==> src/rtl/pswal_pkg.sv <==
package pswal_pkg;

  localparam int unsigned DEF_A_W      = 6;
  localparam int unsigned DEF_B_W      = 11;
  localparam int unsigned DEF_SEL_W    = 2;
  localparam int unsigned DEF_LOG_PMIN = 3;

  // smaller modulus of the selected prescaler pair
  function automatic int unsigned pre_modulus(input int unsigned sel,
                                              input int unsigned log_min);
    return 32'd1 << (log_min + sel);
  endfunction

  // a setting is usable only if enough main pulses exist to swallow A
  function automatic logic cfg_usable(input int unsigned a,
                                      input int unsigned b);
    return (b != 0) && (b >= a);
  endfunction

  function automatic int unsigned total_ratio(input int unsigned a,
                                              input int unsigned b,
                                              input int unsigned sel,
                                              input int unsigned log_min);
    return b * pre_modulus(sel, log_min) + a;
  endfunction

endpackage

==> src/rtl/pswal_prescaler.sv <==
module pswal_prescaler #(
  parameter int unsigned PC_W = 7
) (
  input  logic            clk,
  input  logic            rst_n,
  input  logic            clr,
  input  logic            tick,
  input  logic [PC_W-1:0] last_idx,
  output logic            wrap,
  output logic [PC_W-1:0] count
);
  logic [PC_W-1:0] cnt_q;

  assign wrap  = tick && !clr && (cnt_q == last_idx);
  assign count = cnt_q;

  always_ff @(posedge clk or negedge rst_n) begin
    if (!rst_n)        cnt_q <= '0;
    else if (clr)      cnt_q <= '0;
    else if (wrap)     cnt_q <= '0;
    else if (tick)     cnt_q <= cnt_q + 1'b1;
  end
endmodule

==> src/rtl/pswal_swallow.sv <==
module pswal_swallow #(
  parameter int unsigned A_W = 6
) (
  input  logic           clk,
  input  logic           rst_n,
  input  logic           clr,
  input  logic           step,
  input  logic [A_W-1:0] limit,
  output logic           extra_mode,
  output logic [A_W-1:0] count
);
  logic [A_W-1:0] cnt_q;

  assign extra_mode = (cnt_q < limit);
  assign count      = cnt_q;

  always_ff @(posedge clk or negedge rst_n) begin
    if (!rst_n)                    cnt_q <= '0;
    else if (clr)                  cnt_q <= '0;
    else if (step && extra_mode)   cnt_q <= cnt_q + 1'b1;
  end
endmodule

==> src/rtl/pswal_main.sv <==
module pswal_main #(
  parameter int unsigned B_W = 11
) (
  input  logic           clk,
  input  logic           rst_n,
  input  logic           clr,
  input  logic           step,
  input  logic [B_W-1:0] limit,
  output logic           term,
  output logic [B_W-1:0] count
);
  logic [B_W-1:0] cnt_q;

  assign term  = step && !clr && (cnt_q == (limit - 1'b1));
  assign count = cnt_q;

  always_ff @(posedge clk or negedge rst_n) begin
    if (!rst_n)      cnt_q <= '0;
    else if (clr)    cnt_q <= '0;
    else if (term)   cnt_q <= '0;
    else if (step)   cnt_q <= cnt_q + 1'b1;
  end
endmodule

==> src/rtl/pswal_divider.sv <==
module pswal_divider
  import pswal_pkg::*;
#(
  parameter int unsigned A_W      = DEF_A_W,
  parameter int unsigned B_W      = DEF_B_W,
  parameter int unsigned SEL_W    = DEF_SEL_W,
  parameter int unsigned LOG_PMIN = DEF_LOG_PMIN
) (
  input  logic             clk,
  input  logic             rst_n,
  input  logic             in_en,
  input  logic [SEL_W-1:0] p_sel,
  input  logic [A_W-1:0]   a_val,
  input  logic [B_W-1:0]   b_val,
  output logic             div_pulse,
  output logic             cfg_err
);
  // wide enough for the largest modulus P+1
  localparam int unsigned PC_W = LOG_PMIN + (1 << SEL_W);

  logic [SEL_W-1:0] p_cur;
  logic [A_W-1:0]   a_cur;
  logic [B_W-1:0]   b_cur;
  logic             run;
  logic             err_q;
  logic             pulse_q;

  // named internal events
  logic             tick;
  logic             pre_wrap;
  logic             extra_mode;
  logic             cycle_end;
  logic             load;
  logic             in_ok;
  logic [PC_W-1:0]  p_val;
  logic [PC_W-1:0]  last_idx;
  logic [PC_W-1:0]  pre_cnt;
  logic [A_W-1:0]   swallow_cnt;
  logic [B_W-1:0]   main_cnt;

  assign tick     = in_en && run;
  assign in_ok    = cfg_usable(32'(a_val), 32'(b_val));
  assign load     = !run || cycle_end;
  assign p_val    = PC_W'(pre_modulus(32'(p_cur), LOG_PMIN));
  assign last_idx = extra_mode ? p_val : (p_val - 1'b1);

  pswal_prescaler #(.PC_W(PC_W)) u_pre (
    .clk      (clk),
    .rst_n    (rst_n),
    .clr      (!run),
    .tick     (tick),
    .last_idx (last_idx),
    .wrap     (pre_wrap),
    .count    (pre_cnt)
  );

  pswal_swallow #(.A_W(A_W)) u_swal (
    .clk        (clk),
    .rst_n      (rst_n),
    .clr        (!run || cycle_end),
    .step       (pre_wrap),
    .limit      (a_cur),
    .extra_mode (extra_mode),
    .count      (swallow_cnt)
  );

  pswal_main #(.B_W(B_W)) u_main (
    .clk   (clk),
    .rst_n (rst_n),
    .clr   (!run),
    .step  (pre_wrap),
    .limit (b_cur),
    .term  (cycle_end),
    .count (main_cnt)
  );

  always_ff @(posedge clk or negedge rst_n) begin
    if (!rst_n) begin
      p_cur   <= '0;
      a_cur   <= '0;
      b_cur   <= '0;
      run     <= 1'b0;
      err_q   <= 1'b0;
      pulse_q <= 1'b0;
    end else begin
      pulse_q <= cycle_end;
      if (load) begin
        p_cur <= p_sel;
        a_cur <= a_val;
        b_cur <= b_val;
        run   <= in_ok;
        err_q <= !in_ok;
      end
    end
  end

  assign div_pulse = pulse_q;
  assign cfg_err   = err_q;

endmodule

==> config.mk <==
export PLATFORM = sky130hd
export DESIGN_NAME = pswal_divider
export DESIGN_NICKNAME = d
export VERILOG_FILES = /design/src/rtl/pswal_pkg.sv /design/src/rtl/pswal_prescaler.sv /design/src/rtl/pswal_swallow.sv /design/src/rtl/pswal_main.sv /design/src/rtl/pswal_divider.sv
export SDC_FILE = /design/constraint.sdc
export NUM_CORES = 1
export LEC_CHECK = 0
export ABC_AREA = 1
export CORE_UTILIZATION = 50
export CTS_CLUSTER_SIZE = 40
export DETAILED_ROUTE_END_ITERATION = 8
export DONT_BUFFER_PORTS = 1
export PLACE_DENSITY = 0.72
export SLEW_MARGIN = 20
export SYNTH_ARGS = -nofsm -noshare
export SYNTH_HDL_FRONTEND = slang
export SYNTH_SLANG_ARGS = --single-unit
==> constraint.sdc <==
create_clock -name clk -period 2.8 [get_ports clk]
set_input_delay 0.7 -clock clk [delete_from_list [all_inputs] [get_ports clk]]
set_output_delay 0.7 -clock clk [all_outputs]
set_load 0.005 [all_outputs]
Word-level counts from Yosys, hierarchy flattened --
Cells that the tools add are included. Widths: inputs -> output; s select.
Operators by class: equality and inequality tests 4, reduce and logical (&&, ||, !) cells 12, $lt $le $gt $ge 2, multiplexer cells 9, shifts and indexed selects 1, add/sub/neg operators 6
Operators with widths (number):
- $mux 11 | 3
- $mux 7 | 4
- $mux 6 | 2
- $add 11x1->11 const B | 1
- $eq 11x11->1 | 1
- $ge 11x6->1 | 1
- $reduce_bool 11->1 | 1
- $sub 11x1->11 const B | 1
- $add 7x1->7 const B | 1
- $eq 7x7->1 | 1
- $logic_and 1x1->1 | 7
- $shl 1x3->7 const A | 1
- $sub 7x1->7 const B | 1
- $add 6x1->6 const B | 1
- $lt 6x6->1 | 1
- $ne 3x1->1 const B | 2
- $add 2x2->3 const A | 1
- $logic_not 1->1 | 2
- $reduce_bool 2->1 | 1
- $logic_or 1x1->1 | 1
Word-level totals: bits in registers 46, logic and storage cells 43, bits of input ports 22, output and inout bits 2

Logic depth before layout (Yosys ltp) --
depth in word-level cells 10, mapped depth 18, gate-level depth less buffers 17

Cells and area by module --
From an unflattened synthesis, not the netlist that was laid out.
Unflattened totals: cells, all modules 483, area total of the unflattened synthesis 3344.5 µm²
By module, submodules not included:
- pswal_main | cells each 191, seq. area each 275.3 µm², area each 1158.6 µm², times used 1
- pswal_divider | cells each 143, seq. area each 550.5 µm², area each 1154.9 µm², times used 1
- pswal_swallow | cells each 75, seq. area each 150.1 µm², area each 529.3 µm², times used 1
- pswal_prescaler | cells each 74, seq. area each 175.2 µm², area each 501.7 µm², times used 1

Least setup slack after synthesis --
OpenSTA, ideal clock, no wires.
kind register to register, from register u_swal.cnt_q[3] (netlist: u_swal.count[3]), to register b_cur[6], data arrival time 2127 ps, stages on the path, launching flop included 17, path slack 551 ps, library setup time 122 ps, clock period less this slack 2249 ps, path buffers 1, data required time 2678 ps, cells stage by stage dfrtp_1 > ha_1 > nand2_1 > nand2_1 > a21oi_4 > nand2_4 > nand2_2 > nand2_1 > nand2_1 > nand2_1 > nor2_4 > nand2_4 > nor2_8 > nand2_4 > nand2_4 > buf_4 > o21ai_1
Between the ends: longest elaborated chain between the ends 7
RTL lines:
- start, declared | line pswal_swallow.sv:12 | logic [A_W-1:0] cnt_q;
- start signal, assigned | line pswal_swallow.sv:20 | else if (step && extra_mode) cnt_q <= cnt_q + 1'b1;
- $lt 6x6->1 | line pswal_swallow.sv:14 | assign extra_mode = (cnt_q < limit);
- $mux 7 | line pswal_divider.sv:45 | assign last_idx = extra_mode ? p_val : (p_val - 1'b1);
- $eq 7x7->1 | line pswal_prescaler.sv:14 | assign wrap = tick && !clr && (cnt_q == last_idx);
- $logic_and 1x1->1 | line pswal_prescaler.sv:14
- $logic_and 1x1->1 (2 in series) | line pswal_main.sv:14 | assign term = step && !clr && (cnt_q == (limit - 1'b1));
- $logic_or 1x1->1 | line pswal_divider.sv:43 | assign load = !run || cycle_end;
- end signal, assigned | line pswal_divider.sv:90 | b_cur <= b_val;
- end, declared | line pswal_divider.sv:23 | logic [B_W-1:0] b_cur;
No other way between the ends. A chain may end at the register's enable or synchronous reset.

Worst setup path after layout --
from register u_swal.cnt_q[3] (netlist: u_swal.count[3]), to register u_swal.cnt_q[0] (netlist: u_swal.count[0])
Between the ends: longest elaborated chain between the ends 8, elaborated cells between the ends (all ways) 10, classes of those cells order compare (1); eq/ne (1); mux (2); reduce/logical (6)
RTL lines:
- $lt 6x6->1 * | line pswal_swallow.sv:14
- $mux 7 | line pswal_divider.sv:45
- $eq 7x7->1 | line pswal_prescaler.sv:14
- $logic_and 1x1->1 | line pswal_prescaler.sv:14
- $logic_and 1x1->1 (2 in series) | line pswal_main.sv:14
- $logic_or 1x1->1 | line pswal_divider.sv:60 | .clr (!run || cycle_end),
- $mux 6 / $reduce_bool 2->1 (equally long branches)
Mark *: on every way between the ends. The rest lies on a longest branch, timed or not.

==> flow_metrics.env <==
export IMPL_async_flop_share_pct=100
export IMPL_io_pins=24
export IMPL_fmaxAchievable_ghz=0.399
export IMPL_synthMuxAreaShare_pct=0
export IMPL_cts_buffer_depth=2
export IMPL_cts_made_buffers=5
export IMPL_cts_sinks=46
export IMPL_crit_chain="ha_1, nand2_1, nand2_1, a21oi_4, nand2_4, nand2_2, nand2_1, nand2_1, nand2_1, nor2_4, nand3_1, nor2_1, nand2_1, nand2_1, nor2_1"
export IMPL_synthAdderAreaFrac_pct=6.50
export IMPL_first_pass_iters=4
export IMPL_cpPeakStageDelay_ns=0.44
export IMPL_grt_pass1_vias=2357
export IMPL_grt_pass1_wl_um=10600
export IMPL_startpoint_type="register"
export IMPL_num_rows=28
export IMPL_fp_coreArea_sq_um=5920
export IMPL_hp_class="in -> async"
export IMPL_rsz0062_at_grt="no"
export IMPL_drive_above_1_share_pct=6.88
export IMPL_synth_enable_flop_cells=0
export IMPL_synth_cells=404
export IMPL_drtAntennaViolNets=0
export IMPL_cts_tree="built"
export IMPL_dpl_hpwl_um=4550
export IMPL_mostFrequentLayoutCells="nand2_1, inv_1, nand3_1, dfrtp_1, xor2_1"
export IMPL_clk_insertion_delay_late_ns=0.30
export IMPL_vias_per_cell=5.17
export IMPL_cts_max_level=2
export IMPL_route_detailed_drc=0
export IMPL_drt_iter0_drc=234
export IMPL_root_buffer="clkbuf_8"
export IMPL_syn_to_final_growth_pct=5.41
export IMPL_syn_avg_cell_area_sq_um=7.62
export IMPL_final_net_count=444
export IMPL_antenna_found_initial=0
export IMPL_io_buffers=0
export IMPL_required_ns=2.99
export IMPL_dr_wl_met3_um=242
export IMPL_wl_met1_um=2960
export IMPL_synthDistinctLibCells=34
export IMPL_netlist_area_sq_um=3080
export IMPL_wl_met2_um=2810
export IMPL_synth_compound_area_share_pct=7.32
export IMPL_die_height_um=80.5
export IMPL_crit_top_cell="nand2_1"
export IMPL_hold_violations=0
export IMPL_fin_setup_tns_ns=0
export IMPL_fin_crit_ns=2.50
export IMPL_synthFlopType="dfrtp_1"
export IMPL_crit_type="reg -> reg"
export IMPL_wl_um=6080
export IMPL_endpoint_kind="register"
export IMPL_cp_top_family="simple AND/OR/NAND/NOR gates"
export IMPL_p_leak_nw=1.70
export IMPL_fin_worst_skew_ns=0.00328
export IMPL_p_per_area_nw_per_um2=527
export IMPL_maxCapViolations=0
export IMPL_routedWlPerCell_um=12.6
export IMPL_ir_worst_vdd_v=0.000244
export IMPL_start_util_pct=52.0
export IMPL_crit_slowest_cell="dfrtp_1"
export IMPL_grt_max_degree=47
export IMPL_grt_util_all_layers_pct=21.2
export IMPL_gp_congestion=0.848
export IMPL_path_max_fanout=10
export IMPL_report_final_slew_viol_count=0
export IMPL_ys_seq_area_share_pct=37.4
export IMPL_path_clk_slew_ns=0.08
export IMPL_fin_util_pct=54.8
export IMPL_vias=2491
export IMPL_setup_violations=0
export IMPL_die_area_sq_um=6470
export IMPL_finalCritPeriodShare_pct=89.4
export IMPL_finalNonFillerCells=482
export IMPL_antenna_cells=0
export IMPL_run_status="finished, final reports clean"
export IMPL_regToRegSetupSlack_ns=0.30
export IMPL_ys_ff_latch=46
export IMPL_yosys_area_share_simple_pct=30.9
export IMPL_crit_buf_inv=0
export IMPL_routed_top_layer="met4"
export IMPL_place_inst=474
export IMPL_synth_xor_area_share_pct=8.82
export IMPL_mostFrequentLayoutCell="nand2_1"
export IMPL_cp_arrival_ns=2.69
export IMPL_die_w_um=80.5
export IMPL_synth_top_family_by_area="simple AND/OR/NAND/NOR gates"
export IMPL_yosysWarnings=0
export IMPL_grt_overflow_total=0
cell families after synthesis:
logic type / Yosys count
compound gates: 39
xor+xnor: 31
fa+ha+maj: 16
buf+inv: 67
flops: 46
other cells: 1
simple gates: 204
repair_timing:
item	CTS	global route
buffers inserted	0	0
hold buffers	0	0
endpoints found under the setup margin	0	21
gates resized for setup	0	1
path summary, 6_finish.rpt:
path                                                  start                           to  cells past startpoint
worst max-delay path            u_swal.count[3]$_DFFE_PN0P_  u_swal.count[0]$_DFFE_PN0P_                     15
worst min-delay path                                  rst_n   u_pre.count[6]$_DFFE_PN0P_                      0
worst max register to register  u_swal.count[3]$_DFFE_PN0P_  u_swal.count[0]$_DFFE_PN0P_                     15
worst min register to register         a_cur[0]$_DFFE_PN0P_         a_cur[0]$_DFFE_PN0P_                      2
max in group asynchronous                             rst_n         b_cur[5]$_DFFE_PN0P_                      0
min in group clk                                  b_val[10]        b_cur[10]$_DFFE_PN0P_                      2
cells in the mapped netlist, drive strengths merged, types with 2 or more instances:
cell type  instances  area, sq um
o21ai             20          100
a21oi              9         56.3
nand2            105          429
nand4             15         93.8
nor3               6         35.0
xnor2              6         52.6
nor2              27          128
xor2              25          219
buf                7         50.0
nand3             48          245
o22ai              5         31.3
nor4               2         12.5
ha                16          200
a21boi             2         15.0
o31ai              2         15.0
inv               57          214
clkbuf             3         11.3
dfrtp             46         1150
metrics by stage:
step                      power (mW)  setup slack (ns)  instance area (sq um)  hold slack [ns]
final                           1.71             0.296                   3240           0.0839
after floorplan                 1.20             0.551                   3080            0.404
after detailed placement        1.29             0.192                   3140            0.406
after global placement          1.27             0.248                   3140            0.406
after CTS                       1.72             0.152                   3240           0.0769
after global routing            1.82            0.0508                   3240           0.0668
report_power, final:
part / switching, mW / internal [mW] / leakage (nW)
Clock: 0.223 / 0.199 / 0.0482
Sequential: 0.106 / 0.745 / 0.580
Combinational: 0.252 / 0.183 / 1.07
layout make-up:
class                      instances  area [sq um]
clock buffer                       7          86.3
sequential                        46          1150
fill                             563          2680
multi-input combinational        292          1660
tap                               75          93.8
inverter                          57           214
timing repair buffer               4          30.0
clock inverter                     1          5.00
flip-flops by register name (all words and copies together) (netlist names):
name	count
u_pre.count	7
b_cur	11
u_swal.count	6
div_pulse	1
run	1
p_cur	2
a_cur	6
u_main.count	11
cfg_err	1
layer usage:
metal / up-vias / track usage [%]
li1: 1308 / -
met1: 1128 / 28.7
met2: 50 / 34.6
met3: 5 / 4.09
met4: 0 / 5.54
met5: - / 0
Power figures use the tool's default switching activity.
